**config.mk**
```make
export PLATFORM = sky130hd
export DESIGN_NAME = tmr_pair
export DESIGN_NICKNAME = d
export VERILOG_FILES = /design/src/rtl/tmr_pkg.sv /design/src/rtl/tmr_prescale.sv /design/src/rtl/tmr_sync.sv /design/src/rtl/tmr_edge_fsm.sv /design/src/rtl/tmr_chan.sv /design/src/rtl/tmr_pair.sv
export SDC_FILE = /design/constraint.sdc
export NUM_CORES = 1
export LEC_CHECK = 0
export BUFFER_PORTS_ARGS = -buffer_cell sky130_fd_sc_hd__buf_2
export CORE_UTILIZATION = 29
export CTS_CLUSTER_DIAMETER = 80
export DETAILED_ROUTE_END_ITERATION = 8
export PLACE_DENSITY = 0.44
export SLEW_MARGIN = 20
export SYNTH_ARGS = -nofsm -noshare
export SYNTH_HDL_FRONTEND = slang
export SYNTH_SLANG_ARGS = --single-unit
```
**constraint.sdc**
```tcl
create_clock -name clk -period 2.2 [get_ports clk]
set_input_delay 0.33 -clock clk [delete_from_list [all_inputs] [get_ports clk]]
set_output_delay 0.33 -clock clk [all_outputs]
set_load 0.005 [all_outputs]
```
**src/rtl/tmr_pkg.sv**
```systemverilog
package tmr_pkg;
    typedef enum logic [1:0] {
        MD_13    = 2'b00,
        MD_16    = 2'b01,
        MD_AR8   = 2'b10,
        MD_SPLIT = 2'b11
    } tmr_mode_e;

    typedef enum logic [1:0] {
        PIN_LO   = 2'b00,
        PIN_HI   = 2'b01,
        PIN_FALL = 2'b10
    } edge_st_e;

    localparam int NCH      = 2;
    localparam int BYTE_W   = 8;
    localparam int LO13_W   = 5;
    localparam int CTL_GATE = 3;
    localparam int CTL_CNT  = 2;
endpackage

```
**src/rtl/tmr_prescale.sv**
```systemverilog
module tmr_prescale #(
    parameter int DIV = 12
) (
    input  logic clk,
    input  logic rst_n,
    output logic tick
);
    localparam int CW = (DIV > 1) ? $clog2(DIV) : 1;
    localparam logic [CW-1:0] LAST = CW'(DIV - 1);

    logic [CW-1:0] phase_q;

    // phase register: PH_0 .. PH_(DIV-1), wrap to PH_0
    always_ff @(posedge clk or negedge rst_n) begin
        if (!rst_n)
            phase_q <= '0;
        else if (phase_q == LAST)
            phase_q <= '0;
        else
            phase_q <= phase_q + 1'b1;
    end

    // strobe output in the last phase
    always_comb begin
        tick = (phase_q == LAST);
    end

    assert_tick_gap_R1: assert property (@(posedge clk) disable iff (!rst_n)
        tick |=> !tick);

    assert_phase_range_R1: assert property (@(posedge clk) disable iff (!rst_n)
        phase_q <= LAST);
endmodule

```
**src/rtl/tmr_sync.sv**
```systemverilog
module tmr_sync #(
    parameter int W      = 2,
    parameter int STAGES = 2
) (
    input  logic         clk,
    input  logic         rst_n,
    input  logic [W-1:0] d,
    output logic [W-1:0] q
);
    logic [STAGES-1:0][W-1:0] pipe_q;

    always_ff @(posedge clk or negedge rst_n) begin
        if (!rst_n)
            pipe_q <= '0;
        else begin
            pipe_q[0] <= d;
            for (int s = 1; s < STAGES; s++)
                pipe_q[s] <= pipe_q[s-1];
        end
    end

    assign q = pipe_q[STAGES-1];
endmodule

```
**src/rtl/tmr_edge_fsm.sv**
```systemverilog
module tmr_edge_fsm
    import tmr_pkg::*;
(
    input  logic clk,
    input  logic rst_n,
    input  logic tick,
    input  logic pin,
    output logic fall_cnt
);
    edge_st_e state_q, state_d;

    always_comb begin
        state_d = state_q;
        if (tick) begin
            unique case (state_q)
                PIN_LO:   state_d = pin ? PIN_HI : PIN_LO;
                PIN_HI:   state_d = pin ? PIN_HI : PIN_FALL;
                PIN_FALL: state_d = pin ? PIN_HI : PIN_LO;
                default:  state_d = PIN_LO;
            endcase
        end
    end

    always_ff @(posedge clk or negedge rst_n) begin
        if (!rst_n)
            state_q <= PIN_LO;
        else
            state_q <= state_d;
    end

    // one count per detected fall, on the strobe after detection
    always_comb begin
        fall_cnt = tick && (state_q == PIN_FALL);
    end

    assert_fall_from_high_R8: assert property (@(posedge clk) disable iff (!rst_n)
        (state_q == PIN_FALL && $past(state_q) != PIN_FALL)
            |-> ($past(state_q) == PIN_HI && !$past(pin)));

    assert_fall_single_R8: assert property (@(posedge clk) disable iff (!rst_n)
        (tick && state_q == PIN_FALL) |=> (state_q != PIN_FALL));
endmodule

```
**src/rtl/tmr_chan.sv**
```systemverilog
module tmr_chan
    import tmr_pkg::*;
#(
    parameter int BW     = 8,
    parameter int P13    = 5,
    parameter bit IS_CH0 = 1'b0
) (
    input  logic          clk,
    input  logic          rst_n,
    input  logic [1:0]    mode_bits,
    input  logic          inc_main,
    input  logic          inc_hi,
    input  logic          wr_lo,
    input  logic          wr_hi,
    input  logic [BW-1:0] wr_data,
    output logic [BW-1:0] lo,
    output logic [BW-1:0] hi,
    output logic          ovf_main,
    output logic          ovf_hi
);
    localparam int W13 = P13 + BW;
    localparam int W16 = 2 * BW;

    tmr_mode_e     md;
    logic [BW-1:0] lo_q, hi_q, lo_d, hi_d;
    logic [W13:0]  sum13;
    logic [W16:0]  sum16;
    logic [BW:0]   sum_lo, sum_hi;
    logic          wr_any;

    assign md     = tmr_mode_e'(mode_bits);
    assign wr_any = wr_lo | wr_hi;
    assign sum13  = {1'b0, hi_q, lo_q[P13-1:0]} + {{W13{1'b0}}, 1'b1};
    assign sum16  = {1'b0, hi_q, lo_q} + {{W16{1'b0}}, 1'b1};
    assign sum_lo = {1'b0, lo_q} + {{BW{1'b0}}, 1'b1};
    assign sum_hi = {1'b0, hi_q} + {{BW{1'b0}}, 1'b1};

    always_comb begin
        lo_d     = lo_q;
        hi_d     = hi_q;
        ovf_main = 1'b0;
        ovf_hi   = 1'b0;
        if (wr_any) begin
            if (wr_lo) lo_d = wr_data;
            if (wr_hi) hi_d = wr_data;
        end else begin
            unique case (md)
                MD_13: if (inc_main) begin
                    hi_d     = sum13[W13-1:P13];
                    lo_d     = {lo_q[BW-1:P13], sum13[P13-1:0]};
                    ovf_main = sum13[W13];
                end
                MD_16: if (inc_main) begin
                    {hi_d, lo_d} = sum16[W16-1:0];
                    ovf_main     = sum16[W16];
                end
                MD_AR8: if (inc_main) begin
                    if (sum_lo[BW]) begin
                        lo_d     = hi_q;
                        ovf_main = 1'b1;
                    end else begin
                        lo_d = sum_lo[BW-1:0];
                    end
                end
                MD_SPLIT: if (IS_CH0) begin
                    if (inc_main) begin
                        lo_d     = sum_lo[BW-1:0];
                        ovf_main = sum_lo[BW];
                    end
                    if (inc_hi) begin
                        hi_d   = sum_hi[BW-1:0];
                        ovf_hi = sum_hi[BW];
                    end
                end
                default: ;
            endcase
        end
    end

    always_ff @(posedge clk or negedge rst_n) begin
        if (!rst_n) begin
            lo_q <= '0;
            hi_q <= '0;
        end else begin
            lo_q <= lo_d;
            hi_q <= hi_d;
        end
    end

    assign lo = lo_q;
    assign hi = hi_q;

    assert_reload_R4: assert property (@(posedge clk) disable iff (!rst_n)
        (md == MD_AR8 && inc_main && !wr_any && lo_q == {BW{1'b1}})
            |=> (lo_q == $past(hi_q)));

    assert_wr_lo_R11: assert property (@(posedge clk) disable iff (!rst_n)
        wr_lo |=> (lo_q == $past(wr_data)));

    assert_wr_hi_R11: assert property (@(posedge clk) disable iff (!rst_n)
        wr_hi |=> (hi_q == $past(wr_data)));

    if (!IS_CH0) begin : g_hold
        assert_ch1_hold_R6: assert property (@(posedge clk) disable iff (!rst_n)
            (md == MD_SPLIT && !wr_any) |=> $stable({hi_q, lo_q}));
    end
endmodule

```
**src/rtl/tmr_pair.sv**
```systemverilog
module tmr_pair
    import tmr_pkg::*;
#(
    parameter int DIV         = 12,
    parameter int SYNC_STAGES = 2
) (
    input  logic       clk,
    input  logic       rst_n,
    input  logic [3:0] mode0,
    input  logic [3:0] mode1,
    input  logic       run0,
    input  logic       run1,
    input  logic       gate_in0,
    input  logic       gate_in1,
    input  logic       ext_in0,
    input  logic       ext_in1,
    input  logic       wr_en,
    input  logic [1:0] wr_sel,
    input  logic [7:0] wr_data,
    input  logic       flag_wr,
    input  logic [1:0] flag_wdata,
    output logic [7:0] cnt_lo0,
    output logic [7:0] cnt_hi0,
    output logic [7:0] cnt_lo1,
    output logic [7:0] cnt_hi1,
    output logic       ovf0,
    output logic       ovf1
);
    logic tick;
    logic split0;
    logic [NCH-1:0][3:0]        mode_a;
    logic [NCH-1:0]             gate_a, ext_a, run_eff;
    logic [NCH-1:0][1:0]        sync_q;
    logic [NCH-1:0]             fall, gate_ok, src, inc, inc_hi;
    logic [NCH-1:0]             ovf_main, ovf_hi, set_flag, ovf_q;
    logic [NCH-1:0][BYTE_W-1:0] lo_a, hi_a;

    assign mode_a = {mode1, mode0};
    assign gate_a = {gate_in1, gate_in0};
    assign ext_a  = {ext_in1, ext_in0};
    assign split0 = (tmr_mode_e'(mode0[1:0]) == MD_SPLIT);

    // channel 1 runs freely while channel 0 borrows its run bit
    assign run_eff[0] = run0;
    assign run_eff[1] = split0 ? 1'b1 : run1;

    tmr_prescale #(.DIV(DIV)) u_pre (
        .clk  (clk),
        .rst_n(rst_n),
        .tick (tick)
    );

    for (genvar i = 0; i < NCH; i++) begin : g_ch
        localparam logic [1:0] SEL_LO = 2'(2 * i);
        localparam logic [1:0] SEL_HI = 2'(2 * i + 1);

        tmr_sync #(.W(2), .STAGES(SYNC_STAGES)) u_sync (
            .clk  (clk),
            .rst_n(rst_n),
            .d    ({gate_a[i], ext_a[i]}),
            .q    (sync_q[i])
        );

        tmr_edge_fsm u_edge (
            .clk     (clk),
            .rst_n   (rst_n),
            .tick    (tick),
            .pin     (sync_q[i][0]),
            .fall_cnt(fall[i])
        );

        assign gate_ok[i] = !mode_a[i][CTL_GATE] | sync_q[i][1];
        assign src[i]     = mode_a[i][CTL_CNT] ? fall[i] : tick;
        assign inc[i]     = src[i] & run_eff[i] & gate_ok[i];
        assign inc_hi[i]  = (i == 0) ? (tick & run1) : 1'b0;

        tmr_chan #(.BW(BYTE_W), .P13(LO13_W), .IS_CH0(i == 0)) u_chan (
            .clk      (clk),
            .rst_n    (rst_n),
            .mode_bits(mode_a[i][1:0]),
            .inc_main (inc[i]),
            .inc_hi   (inc_hi[i]),
            .wr_lo    (wr_en && wr_sel == SEL_LO),
            .wr_hi    (wr_en && wr_sel == SEL_HI),
            .wr_data  (wr_data),
            .lo       (lo_a[i]),
            .hi       (hi_a[i]),
            .ovf_main (ovf_main[i]),
            .ovf_hi   (ovf_hi[i])
        );
    end

    assign set_flag[0] = ovf_main[0];
    assign set_flag[1] = split0 ? (ovf_hi[0] | ovf_hi[1]) : ovf_main[1];

    always_ff @(posedge clk or negedge rst_n) begin
        if (!rst_n)
            ovf_q <= '0;
        else
            for (int c = 0; c < NCH; c++)
                ovf_q[c] <= set_flag[c] | (ovf_q[c] & !(flag_wr & !flag_wdata[c]));
    end

    assign cnt_lo0 = lo_a[0];
    assign cnt_hi0 = hi_a[0];
    assign cnt_lo1 = lo_a[1];
    assign cnt_hi1 = hi_a[1];
    assign ovf0    = ovf_q[0];
    assign ovf1    = ovf_q[1];

    assert_flag_source_R10: assert property (@(posedge clk) disable iff (!rst_n)
        $rose(ovf_q[0]) |-> $past(ovf_main[0]));

    assert_flag_keep_R10: assert property (@(posedge clk) disable iff (!rst_n)
        (flag_wr && flag_wdata[0] && ovf_q[0]) |=> ovf_q[0]);

    assert_split_flag_R5: assert property (@(posedge clk) disable iff (!rst_n)
        ($rose(ovf_q[1]) && $past(split0)) |-> $past(ovf_hi[0]));
endmodule

```
==> impl_metrics.prom <==
# TYPE chip_impl_metric gauge
chip_impl_metric{name="synthToLayoutAreaGrowth",unit="%"} 21.11
chip_impl_metric{name="cellInternalPower",unit="mW"} 1.959
chip_impl_metric{name="crit_path_max_incr_delay",unit="ns"} 0.38
chip_impl_metric{name="drt_drc_violations_left",unit=""} 0
chip_impl_metric{name="gp_congestion",unit=""} 0.8344
chip_impl_metric{name="post-layout-total-power",unit="mW"} 3.166
chip_impl_metric{name="first_global_vias",unit=""} 3627
chip_impl_info{name="cts.root.buffer_cell",value="sky130_fd_sc_hd__clkbuf_16"} 1
chip_impl_info{name="grt_setup_unrepaired",value="false"} 1
chip_impl_metric{name="placedCellCount",unit=""} 677
chip_impl_metric{name="core_area",unit="um2"} 12570
chip_impl_metric{name="skew",unit="ns"} 0.006852
chip_impl_metric{name="fmax",unit="MHz"} 500.9
chip_impl_metric{name="period_minus_slack",unit="ns"} 1.996
chip_impl_metric{name="drt_first_pass_iters",unit=""} 5
chip_impl_metric{name="period_share",unit=""} 0.9075
chip_impl_metric{name="vias_per_cell",unit=""} 5.472
chip_impl_metric{name="tritoncts.num_buffers",unit=""} 5
chip_impl_metric{name="p_switching",unit="mW"} 1.207
chip_impl_metric{name="die_area",unit="um2"} 13310
chip_impl_metric{name="place.port_buffers",unit=""} 63
chip_impl_metric{name="clk-insertion-delay-late",unit="ns"} 0.30
chip_impl_metric{name="syn_area_per_cell",unit="um2"} 8.569
chip_impl_metric{name="multi_input_area",unit="um2"} 2297
chip_impl_metric{name="final_antenna_net_count",unit=""} 0
chip_impl_metric{name="yosysSeqAreaShare",unit=""} 0.3357
chip_impl_metric{name="place_area",unit="um2"} 4382
chip_impl_metric{name="drt-initial-drc-count",unit=""} 230
chip_impl_metric{name="synthesis.area",unit="um2"} 3727
chip_impl_metric{name="chipHeight",unit="um"} 115.4
chip_impl_metric{name="leakage_power",unit="nW"} 1.935
chip_impl_metric{name="grt_remaining_overflow",unit=""} 0
chip_impl_metric{name="finalSetupTns",unit="ns"} 0
chip_impl_metric{name="synth_seq_cells",unit=""} 50
chip_impl_metric{name="cp.required",unit="ns"} 2.38
chip_impl_metric{name="finalHoldViolCount",unit=""} 0
chip_impl_metric{name="antenna_found_initial",unit=""} 0
chip_impl_metric{name="postSynthNetCount",unit=""} 478
chip_impl_metric{name="start_util",unit=""} 0.2966
chip_impl_info{name="worstHoldPathType",value="primary input to asynchronous set/reset pin"} 1
chip_impl_metric{name="comb_power_share",unit=""} 0.334
chip_impl_metric{name="holdWs",unit="ns"} 0.02714
chip_impl_metric{name="final_net_count",unit=""} 555
chip_impl_info{name="slowest_stage",value="sky130_fd_sc_hd__o21ai_0"} 1
chip_impl_metric{name="rows",unit=""} 41
chip_impl_info{name="timing.critical_path.to_type",value="register"} 1
chip_impl_info{name="tritoncts",value="yes"} 1
chip_impl_info{name="final_cell_mix",value="63 x sky130_fd_sc_hd__buf_2, 50 x sky130_fd_sc_hd__dfrtp_1, 44 x sky130_fd_sc_hd__nand2_1"} 1
chip_impl_metric{name="share_clk_of_total_power",unit=""} 0.242
chip_impl_metric{name="pin_count_of_the_biggest_net_entering_global_routing",unit=""} 51
chip_impl_metric{name="synth_enable_flop_cells",unit=""} 0
chip_impl_metric{name="power.share.switching",unit=""} 0.3812
chip_impl_info{name="list_of_cells_traversed_by_the_critical_path",value="ha_1 -> nand3b_4 -> a2111oi_4 -> o21ai_0 -> a221oi_1 -> a211oi_1"} 1
chip_impl_metric{name="cts.sinks",unit=""} 50
chip_impl_metric{name="deepest_clock_path_buffer_count",unit=""} 2
chip_impl_info{name="worst-setup-path-type",value="register to register"} 1
chip_impl_metric{name="fp.dieW",unit="um"} 115.4
chip_impl_metric{name="final-setup-viol-count",unit=""} 0
chip_impl_metric{name="syn-instance-count",unit=""} 435
chip_impl_info{name="status",value="finished, final reports clean"} 1
chip_impl_metric{name="power.density",unit="nW/um2"} 701.4
chip_impl_metric{name="final_max_slew_viol_count",unit=""} 0
chip_impl_metric{name="totalWireLength",unit="mm"} 12.11
chip_impl_metric{name="drive_gt1_frac",unit=""} 0.2422
chip_impl_metric{name="antenna-diode-count",unit=""} 0
chip_impl_metric{name="slew-limit-headroom",unit=""} 0.5009
chip_impl_metric{name="synth_cell_types",unit=""} 79
chip_impl_metric{name="fin_util",unit=""} 0.3592
chip_impl_metric{name="drv_cap",unit=""} 0
chip_impl_metric{name="avgRoutedWirePerCell",unit="um"} 17.71
chip_impl_metric{name="dp.final_hpwl",unit="mm"} 9.047
chip_impl_info{name="final_common_cell",value="sky130_fd_sc_hd__buf_2"} 1
chip_impl_metric{name="path_max_fanout",unit=""} 5
chip_impl_metric{name="final-instance-count-excl-fill",unit=""} 684
chip_impl_metric{name="vias",unit=""} 3743
chip_impl_info{name="ys_dominant_reg_cell",value="sky130_fd_sc_hd__dfrtp_1"} 1
chip_impl_metric{name="setup_ws",unit="ns"} 0.2036
chip_impl_metric{name="seqPwrFrac",unit=""} 0.424
chip_impl_metric{name="count_of_synthesis_stage_warnings_from_yosys",unit=""} 0
chip_impl_metric{name="grt_pass1_wl",unit="mm"} 19.43
chip_impl_metric{name="vdd.ir_drop.worst",unit="mV"} 0.3148
chip_impl_metric{name="htree_levels",unit=""} 2
chip_impl_metric{name="regArea",unit="um2"} 1251
chip_impl_metric{name="fillers",unit=""} 1337
chip_impl_metric{name="floorplan.io_pins",unit=""} 64
chip_impl_info{name="critPathLaunchType",value="register"} 1
chip_impl_metric{name="ys_async_sr_fraction",unit=""} 1.000
chip_impl_metric{name="final_design_area_no_fill",unit="um2"} 4514
chip_impl_metric{name="clk_pin_slew_worst_paths",unit="ns"} 0.07
chip_impl_metric{name="transition_time_at_the_pin_with_the_least_slew_margin",unit="ns"} 0.7409
chip_impl_metric{name="crit_arrival",unit="ns"} 2.17
chip_impl_metric{name="grt.total_usage",unit=""} 0.1912
chip_impl_metric{name="post_place_setup_slack",unit="ns"} 0.1472
==> critical path: cells and delay by family (launching register included) <==
kind | cells | cell delay [ns]
AOI/OAI and AO/OA | 4 | 1.12
adders and majority gates | 1 | 0.27
DFF | 1 | 0.37
and+or+nand+nor | 1 | 0.11
==> path summary, 6_finish.rpt <==
kind | from | to | slack (ns) | cells past startpoint
max in group asynchronous | rst_n | g_ch[1].u_chan.lo[3]$_DFFE_PN0P_ | 1.93 | 2
min in group clk | gate_in0 | g_ch[0].u_sync.pipe_q[1]$_DFF_PN0_ | 0.13 | 1
worst min-delay path | rst_n | u_pre.phase_q[1]$_DFF_PN0_ | 0.03 | 2
worst max-delay path | u_pre.phase_q[0]$_DFF_PN0_ | g_ch[0].u_chan.lo[1]$_DFFE_PN0P_ | 0.20 | 6
worst max register to register | u_pre.phase_q[0]$_DFF_PN0_ | g_ch[0].u_chan.lo[1]$_DFFE_PN0P_ | 0.20 | 6
worst min register to register | g_ch[1].u_sync.pipe_q[1]$_DFF_PN0_ | g_ch[1].u_sync.q[1]$_DFF_PN0_ | 0.35 | 0
==> power by group through the flow <==
stage | Combinational (mW) | Clock (mW) | Sequential, mW
2_1_floorplan | 0.656 | 0 | 1.28
3_3_place_gp | 1.06 | 0 | 1.35
3_5_place_dp | 1.05 | 0 | 1.36
4_1_cts | 1.06 | 0.811 | 1.34
5_1_grt | 1.18 | 0.841 | 1.37
6_report | 1.06 | 0.766 | 1.34
==> metal layers <==
metal | routed length, um | share of wire | GRT usage
met2 | 5862 | 0.48 | 0.3206
met5 | 0 | 0 | 0
met4 | 191 | 0.016 | 0.06061
met1 | 5515 | 0.46 | 0.2496
met3 | 542 | 0.045 | 0.03268
==> sequential cells by signal (all words and copies together), names as in the netlist <==
name / flops
g_ch.u_sync.pipe_q: 4
g_ch.u_chan.lo: 16
g_ch.u_chan.hi: 16
g_ch.u_sync.q: 4
g_ch.u_edge.state_q: 4
ovf_q: 2
u_pre.phase_q: 4
==> final cells by class <==
class	instances	share of cell area
Multi-Input combinational cell	346	0.5089
Inverter	18	0.01497
Sequential cell	50	0.2772
Timing Repair Buffer	91	0.1220
Clock buffer	7	0.02938
Tap cell	172	0.04767
==> logic make-up after synthesis <==
kind of cell,after synthesis,share of synthesized area
simple gates,171,0.2414
flops,50,0.3357
xor+xnor,6,0.01410
fa+ha+maj,13,0.04364
buf+inv,39,0.04800
compound gates,151,0.3025
mux,5,0.01477
==> cells in the mapped netlist (9+ instances only) <==
| master | number | area (um2) |
|---|---|---|
| sky130_fd_sc_hd__a21oi_1 | 27 | 135.1 |
| sky130_fd_sc_hd__clkbuf_1 | 9 | 33.78 |
| sky130_fd_sc_hd__dfrtp_1 | 50 | 1251 |
| sky130_fd_sc_hd__nand4_1 | 9 | 56.30 |
| sky130_fd_sc_hd__inv_1 | 18 | 67.56 |
| sky130_fd_sc_hd__a211oi_1 | 12 | 90.09 |
| sky130_fd_sc_hd__ha_1 | 13 | 162.7 |
| sky130_fd_sc_hd__nand3_1 | 19 | 95.09 |
| sky130_fd_sc_hd__nor3_1 | 15 | 75.07 |
| sky130_fd_sc_hd__nand2_1 | 44 | 165.2 |
| sky130_fd_sc_hd__nor2_1 | 37 | 138.9 |
| sky130_fd_sc_hd__o21ai_0 | 28 | 140.1 |
==> repair_timing <==
item / CTS / global route
setup buffers: 0 / 0
hold endpoints to repair: 0 / 0
gates resized for setup: 0 / 1
hold buffers: 0 / 0
endpoints found under the setup margin: 0 / 1
No activity file was read; power rests on OpenSTA's default activity.
